`config.mk`:
```
export PLATFORM = sky130hd
export DESIGN_NAME = e1_sa_inserter
export DESIGN_NICKNAME = d
export VERILOG_FILES = /design/src/rtl/e1sa_pkg.sv /design/src/rtl/e1sa_slot_classify.sv /design/src/rtl/e1sa_oh_fsm.sv /design/src/rtl/e1sa_out_stage.sv /design/src/rtl/e1_sa_inserter.sv
export SDC_FILE = /design/constraint.sdc
export NUM_CORES = 1
export LEC_CHECK = 0
export ABC_AREA = 0
export ABC_CLOCK_PERIOD_IN_PS = 5180
export BUFFER_PORTS_ARGS = -buffer_cell sky130_fd_sc_hd__buf_2
export CAP_MARGIN = 20
export CORE_MARGIN = 3
export CORE_UTILIZATION = 40
export DETAILED_ROUTE_END_ITERATION = 8
export GPL_ROUTABILITY_DRIVEN = 0
export PLACE_DENSITY = 0.68
export SYNTH_ARGS = -nofsm -noshare
export SYNTH_HDL_FRONTEND = slang
export SYNTH_SLANG_ARGS = --single-unit
```
`constraint.sdc`:
```
create_clock -name clk -period 5.18 [get_ports clk]
set_input_delay 0.777 -clock clk [delete_from_list [all_inputs] [get_ports clk]]
set_output_delay 0.777 -clock clk [all_outputs]
set_load 0.1 [all_outputs]
```
`src/rtl/e1sa_pkg.sv`:
```
package e1sa_pkg;

    typedef enum logic [2:0] {
        ST_WAIT_ALIGN,
        ST_PASS,
        ST_SA_FILL,
        ST_SA_HDLC,
        ST_EXT_HIGH,
        ST_EXT_LOW
    } oh_state_t;

    typedef enum logic [1:0] {
        SLOT_PASS,
        SLOT_FILL,
        SLOT_HDLC,
        SLOT_EXT
    } slot_kind_t;

endpackage

```
`src/rtl/e1sa_slot_classify.sv`:
```
module e1sa_slot_classify
    import e1sa_pkg::*;
#(
    parameter int TS_W     = 5,
    parameter int POS_W    = 3,
    parameter int SA_N     = 5,
    parameter int SA_FIRST = 3
) (
    input  logic             nfas_frame,
    input  logic [TS_W-1:0]  ts_idx,
    input  logic [POS_W-1:0] bit_pos,
    input  logic [SA_N-1:0]  sa_enable,
    input  logic [SA_N-1:0]  sa_from_hdlc,
    input  logic [SA_N-1:0]  sa_fill,
    output slot_kind_t       kind,
    output logic             fill_bit,
    output logic             align_mark
);

    logic [SA_N-1:0] hit;
    logic            ts_zero;

    assign ts_zero    = (ts_idx == '0);
    assign align_mark = !nfas_frame && ts_zero && (bit_pos == '0);

    // One decode per Sa position: bit k of the masks maps to position SA_FIRST+k
    for (genvar k = 0; k < SA_N; k++) begin : g_sa_hit
        assign hit[k] = nfas_frame && ts_zero && (bit_pos == POS_W'(SA_FIRST + k));
    end

    always_comb begin
        fill_bit = |(hit & ~sa_enable & sa_fill);
        if ((hit & sa_enable & ~sa_from_hdlc) != '0) begin
            kind = SLOT_EXT;
        end else if ((hit & sa_enable & sa_from_hdlc) != '0) begin
            kind = SLOT_HDLC;
        end else if (hit != '0) begin
            kind = SLOT_FILL;
        end else begin
            kind = SLOT_PASS;
        end
    end

endmodule

```
`src/rtl/e1sa_oh_fsm.sv`:
```
module e1sa_oh_fsm
    import e1sa_pkg::*;
#(
    parameter int BIT_CLKS = 8
) (
    input  logic       clk,
    input  logic       rst_n,
    input  logic       bit_stb,
    input  logic       align_mark,
    input  slot_kind_t kind,
    output logic       oh_clk,
    output logic       hdlc_take,
    output logic       cap_fire,
    output slot_kind_t eff_kind
);

    localparam int HALF = BIT_CLKS / 2;
    localparam int PH_W = (BIT_CLKS > 2) ? $clog2(BIT_CLKS) : 1;

    oh_state_t       state, state_nxt;
    logic [PH_W-1:0] phase;
    logic            live;
    logic            half_done;

    function automatic oh_state_t state_of(input slot_kind_t k);
        unique case (k)
            SLOT_FILL: state_of = ST_SA_FILL;
            SLOT_HDLC: state_of = ST_SA_HDLC;
            SLOT_EXT:  state_of = ST_EXT_HIGH;
            default:   state_of = ST_PASS;
        endcase
    endfunction

    assign half_done = (phase == PH_W'(HALF - 1));

    always_comb begin
        state_nxt = state;
        unique case (state)
            ST_WAIT_ALIGN: begin
                if (bit_stb && align_mark) state_nxt = state_of(kind);
            end
            ST_EXT_HIGH: begin
                if (bit_stb)        state_nxt = state_of(kind);
                else if (half_done) state_nxt = ST_EXT_LOW;
            end
            ST_PASS, ST_SA_FILL, ST_SA_HDLC, ST_EXT_LOW: begin
                if (bit_stb) state_nxt = state_of(kind);
            end
            default: state_nxt = ST_WAIT_ALIGN;
        endcase
    end

    // State register with the in-slot phase counter
    always_ff @(posedge clk or negedge rst_n) begin
        if (!rst_n) begin
            state <= ST_WAIT_ALIGN;
            phase <= '0;
        end else begin
            state <= state_nxt;
            if (bit_stb)          phase <= '0;
            else if (!half_done)  phase <= phase + 1'b1;
        end
    end

    // Outputs
    always_comb begin
        live      = (state != ST_WAIT_ALIGN) || (bit_stb && align_mark);
        eff_kind  = live ? kind : SLOT_PASS;
        oh_clk    = (state == ST_EXT_HIGH);
        hdlc_take = bit_stb && (eff_kind == SLOT_HDLC);
        cap_fire  = (state == ST_EXT_HIGH) && half_done && !bit_stb;
    end

    logic [PH_W:0] hi_len;
    logic          seen_align;
    always_ff @(posedge clk or negedge rst_n) begin
        if (!rst_n) begin
            hi_len     <= '0;
            seen_align <= 1'b0;
        end else begin
            hi_len <= oh_clk ? hi_len + 1'b1 : '0;
            if (bit_stb && align_mark) seen_align <= 1'b1;
        end
    end

    assert_rise_on_strobe_R5: assert property (@(posedge clk) disable iff (!rst_n)
        $rose(oh_clk) |-> $past(bit_stb));

    assert_high_width_R5: assert property (@(posedge clk) disable iff (!rst_n)
        $fell(oh_clk) |-> (hi_len == (PH_W+1)'(HALF)));

    assert_quiet_before_align_R2: assert property (@(posedge clk) disable iff (!rst_n)
        !seen_align |-> !oh_clk);

endmodule

```
`src/rtl/e1sa_out_stage.sv`:
```
module e1sa_out_stage
    import e1sa_pkg::*;
(
    input  logic       clk,
    input  logic       rst_n,
    input  logic       bit_stb,
    input  slot_kind_t eff_kind,
    input  logic       tx_bit_in,
    input  logic       hdlc_bit,
    input  logic       fill_bit,
    input  logic       cap_fire,
    input  logic       oh_data,
    output logic       tx_bit_out,
    output logic       tx_bit_valid
);

    logic held_bit;
    logic primed;

    always_ff @(posedge clk or negedge rst_n) begin
        if (!rst_n) begin
            held_bit     <= 1'b1;
            primed       <= 1'b0;
            tx_bit_out   <= 1'b1;
            tx_bit_valid <= 1'b0;
        end else begin
            tx_bit_valid <= bit_stb && primed;
            if (bit_stb) begin
                tx_bit_out <= held_bit;
                primed     <= 1'b1;
                unique case (eff_kind)
                    SLOT_FILL: held_bit <= fill_bit;
                    SLOT_HDLC: held_bit <= hdlc_bit;
                    default:   held_bit <= tx_bit_in;
                endcase
            end else if (cap_fire) begin
                held_bit <= oh_data;
            end
        end
    end

    assert_valid_after_strobe_R7: assert property (@(posedge clk) disable iff (!rst_n)
        tx_bit_valid |-> $past(bit_stb));

    assert_hold_between_strobes_R7: assert property (@(posedge clk) disable iff (!rst_n)
        !$past(bit_stb) |-> $stable(tx_bit_out));

endmodule

```
`src/rtl/e1_sa_inserter.sv`:
```
module e1_sa_inserter
    import e1sa_pkg::*;
#(
    parameter int BIT_CLKS = 8,
    parameter int TS_W     = 5,
    parameter int POS_W    = 3,
    parameter int SA_N     = 5,
    parameter int SA_FIRST = 3
) (
    input  logic             clk,
    input  logic             rst_n,
    input  logic             bit_stb,
    input  logic             nfas_frame,
    input  logic [TS_W-1:0]  ts_idx,
    input  logic [POS_W-1:0] bit_pos,
    input  logic             tx_bit_in,
    input  logic [SA_N-1:0]  sa_enable,
    input  logic [SA_N-1:0]  sa_from_hdlc,
    input  logic [SA_N-1:0]  sa_fill,
    input  logic             hdlc_bit,
    output logic             hdlc_take,
    output logic             oh_clk,
    input  logic             oh_data,
    output logic             tx_bit_out,
    output logic             tx_bit_valid
);

    slot_kind_t kind, eff_kind;
    logic       fill_bit, align_mark, cap_fire;

    e1sa_slot_classify #(
        .TS_W(TS_W), .POS_W(POS_W), .SA_N(SA_N), .SA_FIRST(SA_FIRST)
    ) u_classify (
        .nfas_frame  (nfas_frame),
        .ts_idx      (ts_idx),
        .bit_pos     (bit_pos),
        .sa_enable   (sa_enable),
        .sa_from_hdlc(sa_from_hdlc),
        .sa_fill     (sa_fill),
        .kind        (kind),
        .fill_bit    (fill_bit),
        .align_mark  (align_mark)
    );

    e1sa_oh_fsm #(.BIT_CLKS(BIT_CLKS)) u_fsm (
        .clk       (clk),
        .rst_n     (rst_n),
        .bit_stb   (bit_stb),
        .align_mark(align_mark),
        .kind      (kind),
        .oh_clk    (oh_clk),
        .hdlc_take (hdlc_take),
        .cap_fire  (cap_fire),
        .eff_kind  (eff_kind)
    );

    e1sa_out_stage u_out (
        .clk         (clk),
        .rst_n       (rst_n),
        .bit_stb     (bit_stb),
        .eff_kind    (eff_kind),
        .tx_bit_in   (tx_bit_in),
        .hdlc_bit    (hdlc_bit),
        .fill_bit    (fill_bit),
        .cap_fire    (cap_fire),
        .oh_data     (oh_data),
        .tx_bit_out  (tx_bit_out),
        .tx_bit_valid(tx_bit_valid)
    );

    assert_take_not_external_R9: assert property (@(posedge clk) disable iff (!rst_n)
        hdlc_take |=> !oh_clk);

endmodule

```
==> results.sh, run 1 <==
export IMPL_syn_instance_count=103
export IMPL_max_cap_violations=0
export IMPL_worst_path_stages=9
export IMPL_status="finished clean"
export IMPL_path_buf_inv=3
export IMPL_cts_setup_buffers=0
export IMPL_hold_path_class="input port to asynchronous set/reset pin"
export IMPL_antenna_left=0
export IMPL_antennaDiodeCount=0
export IMPL_crit_arrival_ps=2530
export IMPL_cts_buffers=3
export IMPL_root_buffer="clkbuf_4"
export IMPL_slowest_stage="a2111o_1"
export IMPL_row_count=16
export IMPL_syn_nets=138
export IMPL_cp_data_required_time_ps=4400
export IMPL_p_leak_nw=0.522
export IMPL_wire_per_inst_um=12.1
export IMPL_whs_ps=354
export IMPL_slew_violations=0
export IMPL_p_total_w=0.000248
export IMPL_fin_setup_tns_ps=0
export IMPL_slowest_delay_ps=390
export IMPL_vias=854
export IMPL_synth_seq_cells=10
export IMPL_avgSynthCellArea_um2=8.31
export IMPL_slew_headroom_pct=67.8
export IMPL_drt_iter0_drc=15
export IMPL_finalHoldViolCount=0
export IMPL_tightestPinTransition_ps=486
export IMPL_pwr_density_cell_nw_per_um2=235
export IMPL_final_nets=172
export IMPL_clk_pin_slew_worst_paths_ps=60
export IMPL_synth_cell_types=40
export IMPL_drc=0
export IMPL_synth_top_cell_by_area="dfrtp_1"
export IMPL_clock_skew_ps=8.31
export IMPL_cts_sinks=10
export IMPL_period_needed_ps=3300
export IMPL_clock_latency_ps=260
export IMPL_worstPathCellList="buf_2 > nor4b_1 > nand2_1 > a2111o_1 > inv_1 > nand2_1 > ha_1 > and2_1 > buf_2"
export IMPL_r2r_cells=7
export IMPL_rsz0062_at_grt="false"
export IMPL_cts_hold_buf=0
export IMPL_syn_area_um2=856
export IMPL_core_region_area_um2=2000
export IMPL_fmax_mhz=303
export IMPL_critPathKind="input port to output port"
export IMPL_grt_pass1_vias=735
export IMPL_ys_warn_count=0
export IMPL_syn2layout_area_growth_pct=23.2
export IMPL_die_h_um=52.3
export IMPL_vdd_drop_max_v=0.000192
export IMPL_cp_start_kind="input port"
export IMPL_grt_pass1_wl_um=3190
export IMPL_track_usage_pct=15.9
export IMPL_grt_overflow_total=0
export IMPL_synth_seq_area_share_pct=29.5
export IMPL_io_buffers=33
export IMPL_grt_antenna_before_repair=0
export IMPL_setup_viol=0
export IMPL_cts_tree="built"
export IMPL_fin_util_pct=52.7
export IMPL_wl_um=1970
export IMPL_cp_top_family="simple AND/OR/NAND/NOR gates"
export IMPL_vias_per_cell=5.24
export IMPL_ctsResizeCount=0
export IMPL_cts_path_max_buffers=2
export IMPL_grt_max_degree=17
export IMPL_ios=34
export IMPL_die_w_um=52.3
export IMPL_initial_core_util_pct=42.8
export IMPL_dieArea_um2=2730
export IMPL_dr_pass1_iters=4
export IMPL_critPathMaxFanout=2
export IMPL_drive_gt1_share_pct=33.1
export IMPL_synth_top_area_share_pct=23.4
export IMPL_fin_crit_sh_pct=63.8
export IMPL_synthTopCellsByArea="dfrtp_1, ha_1, dfstp_2, nand2_1, inv_1"
export IMPL_cts_max_level=1
export IMPL_dp_hpwl_um=1610
export IMPL_end_kind="output port"
==> per-stage QoR <==
stage               std cells  instance area (µm²)  setup slack [ps]
CTS                       163                 1050              1860
finish                    163                 1050              1880
detailed placement        159                 1030              1850
global placement          159                 1030              1950
floorplan                 103                  856              1900
global route              163                 1050              1740
==> final timing paths <==
| path | from | to | slack, ps |
|---|---|---|---|
| max | ts_idx[3] | hdlc_take | 1880 |
| min | rst_n | u_fsm.state[0]$_DFFE_PN0P_ | 350 |
| max reg2reg | u_fsm.state[2]$_DFFE_PN0P_ | u_out.held_bit$_DFFE_PN1P_ | 3150 |
| min reg2reg | u_out.primed$_DFFE_PN0P_ | u_out.primed$_DFFE_PN0P_ | 460 |
| max in group asynchronous | rst_n | u_out.held_bit$_DFFE_PN1P_ | 4570 |
| min in group clk | u_out.primed$_DFFE_PN0P_ | u_out.primed$_DFFE_PN0P_ | 460 |
==> Yosys cell counts <==
master    instances
a32oi_1           1
a2111o_1          2
nand2b_1          5
a21oi_1           5
nand3_1           1
xor2_1            1
and2_1            4
mux2i_1           2
nor2_1            9
nor3_1            2
a21boi_0          1
dfrtp_1           8
mux2_2            1
o211ai_2          1
a21boi_2          1
nor2b_1           1
o32ai_1           1
nand2_1          12
mux2_4            1
nor3b_1           1
o21ai_0           4
clkbuf_1          2
inv_1             9
nand2_2           1
a211oi_1          1
nor4b_2           1
dfstp_2           2
a31oi_1           4
ha_1              5
o22ai_1           2
o211ai_1          1
buf_6             1
and3b_1           1
a211o_1           1
nand3b_1          3
nor4_1            1
buf_4             1
and4b_1           1
nor4b_1           1
or2_2             1
==> cells in the final DEF, fill, tap and decap left out, types with 2 or more instances in the layout <==
cell type	synthesis	routed
nand2_1	12	12
inv_1	9	9
nor2_1	9	9
clkbuf_4	0	3
nor3_1	2	2
ha_1	5	5
a21oi_1	5	5
dfstp_2	2	2
o22ai_1	2	2
o21ai_0	4	4
a2111o_1	2	2
dfrtp_1	8	8
nand3b_1	3	3
and2_1	4	4
nand2b_1	5	5
a31oi_1	4	4
mux2i_1	2	2
buf_2	0	33
==> metal layers <==
metal  part of all wire [%]  global-route usage [%]
met1                     43                    19.1
met2                     51                    26.6
met3                    5.2                    4.27
met4                    1.2                    6.38
met5                      0                       0
==> logic make-up (layout without fill, tap and decap cells) <==
group	count (synthesis)	count (layout)	share of synthesized area, %
adder cells (fa/ha/maj)	5	5	7.31
multiplexers	4	4	5.41
AO/OA/AOI/OAI	25	25	20.8
flip-flops	10	10	29.5
AND/OR/NAND/NOR	45	45	28.9
XOR/XNOR	1	1	1.02
buffers and inverters	13	46	7.02
==> where the power goes <==
part	total, W	switching (W)	internal [W]
logic	0.0000956	0.0000568	0.0000388
registers	0.0000983	0.00000748	0.0000908
clock network	0.0000543	0.0000246	0.0000297
total	0.000248	0.0000889	0.000159
==> layout make-up <==
| class | instances | area (µm²) |
|---|---|---|
| fillers | 220 | 947 |
| multi-input cells | 80 | 543 |
| flip-flops and latches | 10 | 253 |
| repair buffers | 33 | 165 |
| inverters | 9 | 33.8 |
| well taps | 27 | 33.8 |
| clock buffers | 4 | 26.3 |
==> sequential cells by signal, indices dropped and copies added (netlist names) <==
register	flops
u_fsm.phase	3
u_fsm.state	3
u_out.held_bit	1
u_out.primed	1
u_out.tx_bit_out	1
u_out.tx_bit_valid	1
No activity file was read; power rests on OpenSTA's default activity.
==> run 2: changes to the inputs <==
ABC_AREA = 1   (was 0)
ABC_CLOCK_PERIOD_IN_PS = 3250   (was 5180)
PLACE_DENSITY = 0.67   (was 0.68)
clock period = 3.25 ns   (was 5.18 ns; I/O delays follow)
==> run 2 against run 1 <==
Area after synthesis rose by 11%. Die area up 9.6%. Worst hold slack worse by 280 ps. Register-to-register slack lost 1500 ps. Worst setup slack got worse by 1500 ps. Routed wire length is 8.7% higher. Critical endpoint unchanged. Global-route usage shrank 0.54 points. Largest cell class unchanged.
==> results.sh, run 2 <==
export IMPL_met2_usage_pct=28.7
export IMPL_synth_top_area_share_pct=21.1
export IMPL_r2r_slack_ps=1600
export IMPL_cts_max_level=1
export IMPL_synth_simple_area_share_pct=47.6
export IMPL_synthTopCellsByCount="nand2_1, inv_1, nor2_1, nand4_1, dfrtp_1"
export IMPL_synth_cell_types=22
export IMPL_p_leak_nw=0.731
export IMPL_die_h_um=54.7
export IMPL_drc=0
export IMPL_period_needed_ps=2890
export IMPL_wire_per_inst_um=10.1
export IMPL_biggestRegsByFlops="u_fsm.phase (3), u_fsm.state (3)"
export IMPL_synthTopCellsByArea="dfrtp_1, nand2_1, inv_1, nor2_1, nand4_1"
export IMPL_vias_per_cell=4.73
export IMPL_avgSynthCellArea_um2=6.50
export IMPL_grt_overflow_total=0
export IMPL_fin_util_pct=52.6
export IMPL_synth_top_family_by_area="simple AND/OR/NAND/NOR gates"
export IMPL_pwr_density_cell_nw_per_um2=451
export IMPL_dieArea_um2=2990
export IMPL_syn_nets=181
export IMPL_dp_hpwl_um=1830
export IMPL_synthMuxAreaShare_pct=0
export IMPL_cp_start_kind="input port"
export IMPL_row_count=17
export IMPL_end_kind="output port"
export IMPL_cts_hold_buf=0
export IMPL_synth_seq_cells=10
export IMPL_hold_path_class="input port to asynchronous set/reset pin"
export IMPL_final_cell_mix="buf_2, nand2_1, inv_1, nor2_1, nand4_1"
export IMPL_drive_gt1_share_pct=30.6
export IMPL_rsz0062_at_grt="false"
export IMPL_fin_area_um2=1170
export IMPL_antenna_left=0
export IMPL_clock_skew_ps=2.56
export IMPL_slew_violations=0
export IMPL_critPathKind="input port to output port"
export IMPL_cts_setup_buffers=0
export IMPL_dpl_instance_area_um2=1150
export IMPL_syn2layout_area_growth_pct=23.9
export IMPL_cp_top_family="simple AND/OR/NAND/NOR gates"
export IMPL_vias=997
export IMPL_async_reset_ff_share_pct=100
export IMPL_r2r_start="u_fsm.state[0]$_DFFE_PN0P_"
export IMPL_ys_warn_count=0
export IMPL_r2r_cells=9
export IMPL_slowest_stage="buf_2"
export IMPL_status="finished clean"
export IMPL_place_ws_ps=358
export IMPL_synth_top_cell_by_area="dfrtp_1"
export IMPL_grt_antenna_before_repair=0
export IMPL_io_buffers=33
export IMPL_cp_data_required_time_ps=2760
export IMPL_synth_edff_count=0
export IMPL_initial_core_util_pct=42.5
export IMPL_worstPathCellList="buf_2 > nor2_2 > inv_2 > nor2_4 > nand2_4 > nor2_8 > nand3b_4 > nor2_1 > nor2_1 > and2_4 > nand2_2 > inv_2 > nand2_1 > ha_1 > nand2_1 > inv_1 > buf_2"
export IMPL_cts_buffers=3
export IMPL_synth_seq_area_share_pct=26.6
export IMPL_antennaDiodeCount=0
export IMPL_core_region_area_um2=2230
export IMPL_cts_sinks=10
export IMPL_critPathMaxFanout=7
export IMPL_slowest_delay_ps=410
export IMPL_grt_pass1_wl_um=3430
export IMPL_grt_pass1_vias=891
export IMPL_rr_endpoint="u_out.held_bit$_DFFE_PN1P_"
export IMPL_clk_pin_slew_worst_paths_ps=60
export IMPL_cts_tree="built"
export IMPL_ys_dominant_reg_cell="dfrtp_1"
export IMPL_ctsResizeCount=0
export IMPL_track_usage_pct=15.3
export IMPL_crit_arrival_ps=2400
export IMPL_fin_ws_ps=363
export IMPL_syn_instance_count=146
export IMPL_grt_max_degree=11
export IMPL_max_cap_violations=0
export IMPL_cts_path_max_buffers=2
export IMPL_clock_latency_ps=260
export IMPL_syn_area_um2=948
export IMPL_top_usage_layer="met2"
export IMPL_synth_compound_area_share_pct=6.46
export IMPL_final_common_cell="buf_2"
export IMPL_wl_um=2140
export IMPL_root_buffer="clkbuf_4"
export IMPL_finalHoldViolCount=0
export IMPL_ios=34
export IMPL_drt_iter0_drc=14
export IMPL_synth_xor_area_share_pct=0
export IMPL_final_nets=219
export IMPL_setup_viol=0
export IMPL_vdd_drop_max_v=0.000494
export IMPL_gr_usage_met3_pct=2.18
export IMPL_fmax_mhz=346
export IMPL_tightestPinTransition_ps=491
export IMPL_path_buf_inv=5
export IMPL_synth_most_common_cell="nand2_1"
export IMPL_synth_adder_area_share_pct=6.60
export IMPL_slew_headroom_pct=67.5
export IMPL_fin_crit_sh_pct=88.8
export IMPL_die_w_um=54.7
export IMPL_dr_pass1_iters=4
export IMPL_fin_setup_tns_ps=0
export IMPL_met1_usage_pct=17.7
## run 2: area by class of cell
type	count	area (µm²)
Clock buffer	4	26.3
Fill cell	227	1060
Inverter	32	120
Multi-Input combinational cell	104	576
Sequential cell	10	253
Tap cell	28	35.0
Timing Repair Buffer	33	165
## run 2: worst max-delay path by stage
stage                    from         to  slack [ps]  depth (start not counted)
global placement    ts_idx[3]  hdlc_take         420                         17
finish              ts_idx[1]  hdlc_take         360                         17
detailed placement  ts_idx[1]  hdlc_take         360                         17
CTS                 ts_idx[1]  hdlc_take         350                         17
floorplan           ts_idx[3]  hdlc_take         480                         15
global route        ts_idx[1]  hdlc_take         220                         17
## run 2: cells by family after synthesis
logic type                 after synthesis
buffers and inverters                   32
adders and majority gates                5
DFF                                     10
AOI/OAI and AO/OA                       11
and+or+nand+nor                         88
## run 2: layer usage
metal | part of all wire, % | vias to the layer above
li1 | - | 535
met1 | 45 | 441
met2 | 50 | 19
met3 | 5.2 | 2
met4 | 0.23 | 0
met5 | 0 | -
## run 2: power breakdown
group | total, W | internal [W] | switching (W)
logic | 0.000255 | 0.0000750 | 0.000180
clock network | 0.0000847 | 0.0000472 | 0.0000375
registers | 0.000190 | 0.000170 | 0.0000199
total | 0.000530 | 0.000293 | 0.000238
## run 2: stage by stage
| step | hold WS [ps] | total power, W | instances |
|---|---|---|---|
| 2_1_floorplan | 192 | 0.000384 | 146 |
| 3_3_place_gp | 347 | 0.000439 | 207 |
| 3_5_place_dp | 351 | 0.000448 | 207 |
| 4_1_cts | 71.6 | 0.000537 | 211 |
| 5_1_grt | 70.1 | 0.000584 | 211 |
| 6_report | 71.9 | 0.000530 | 211 |
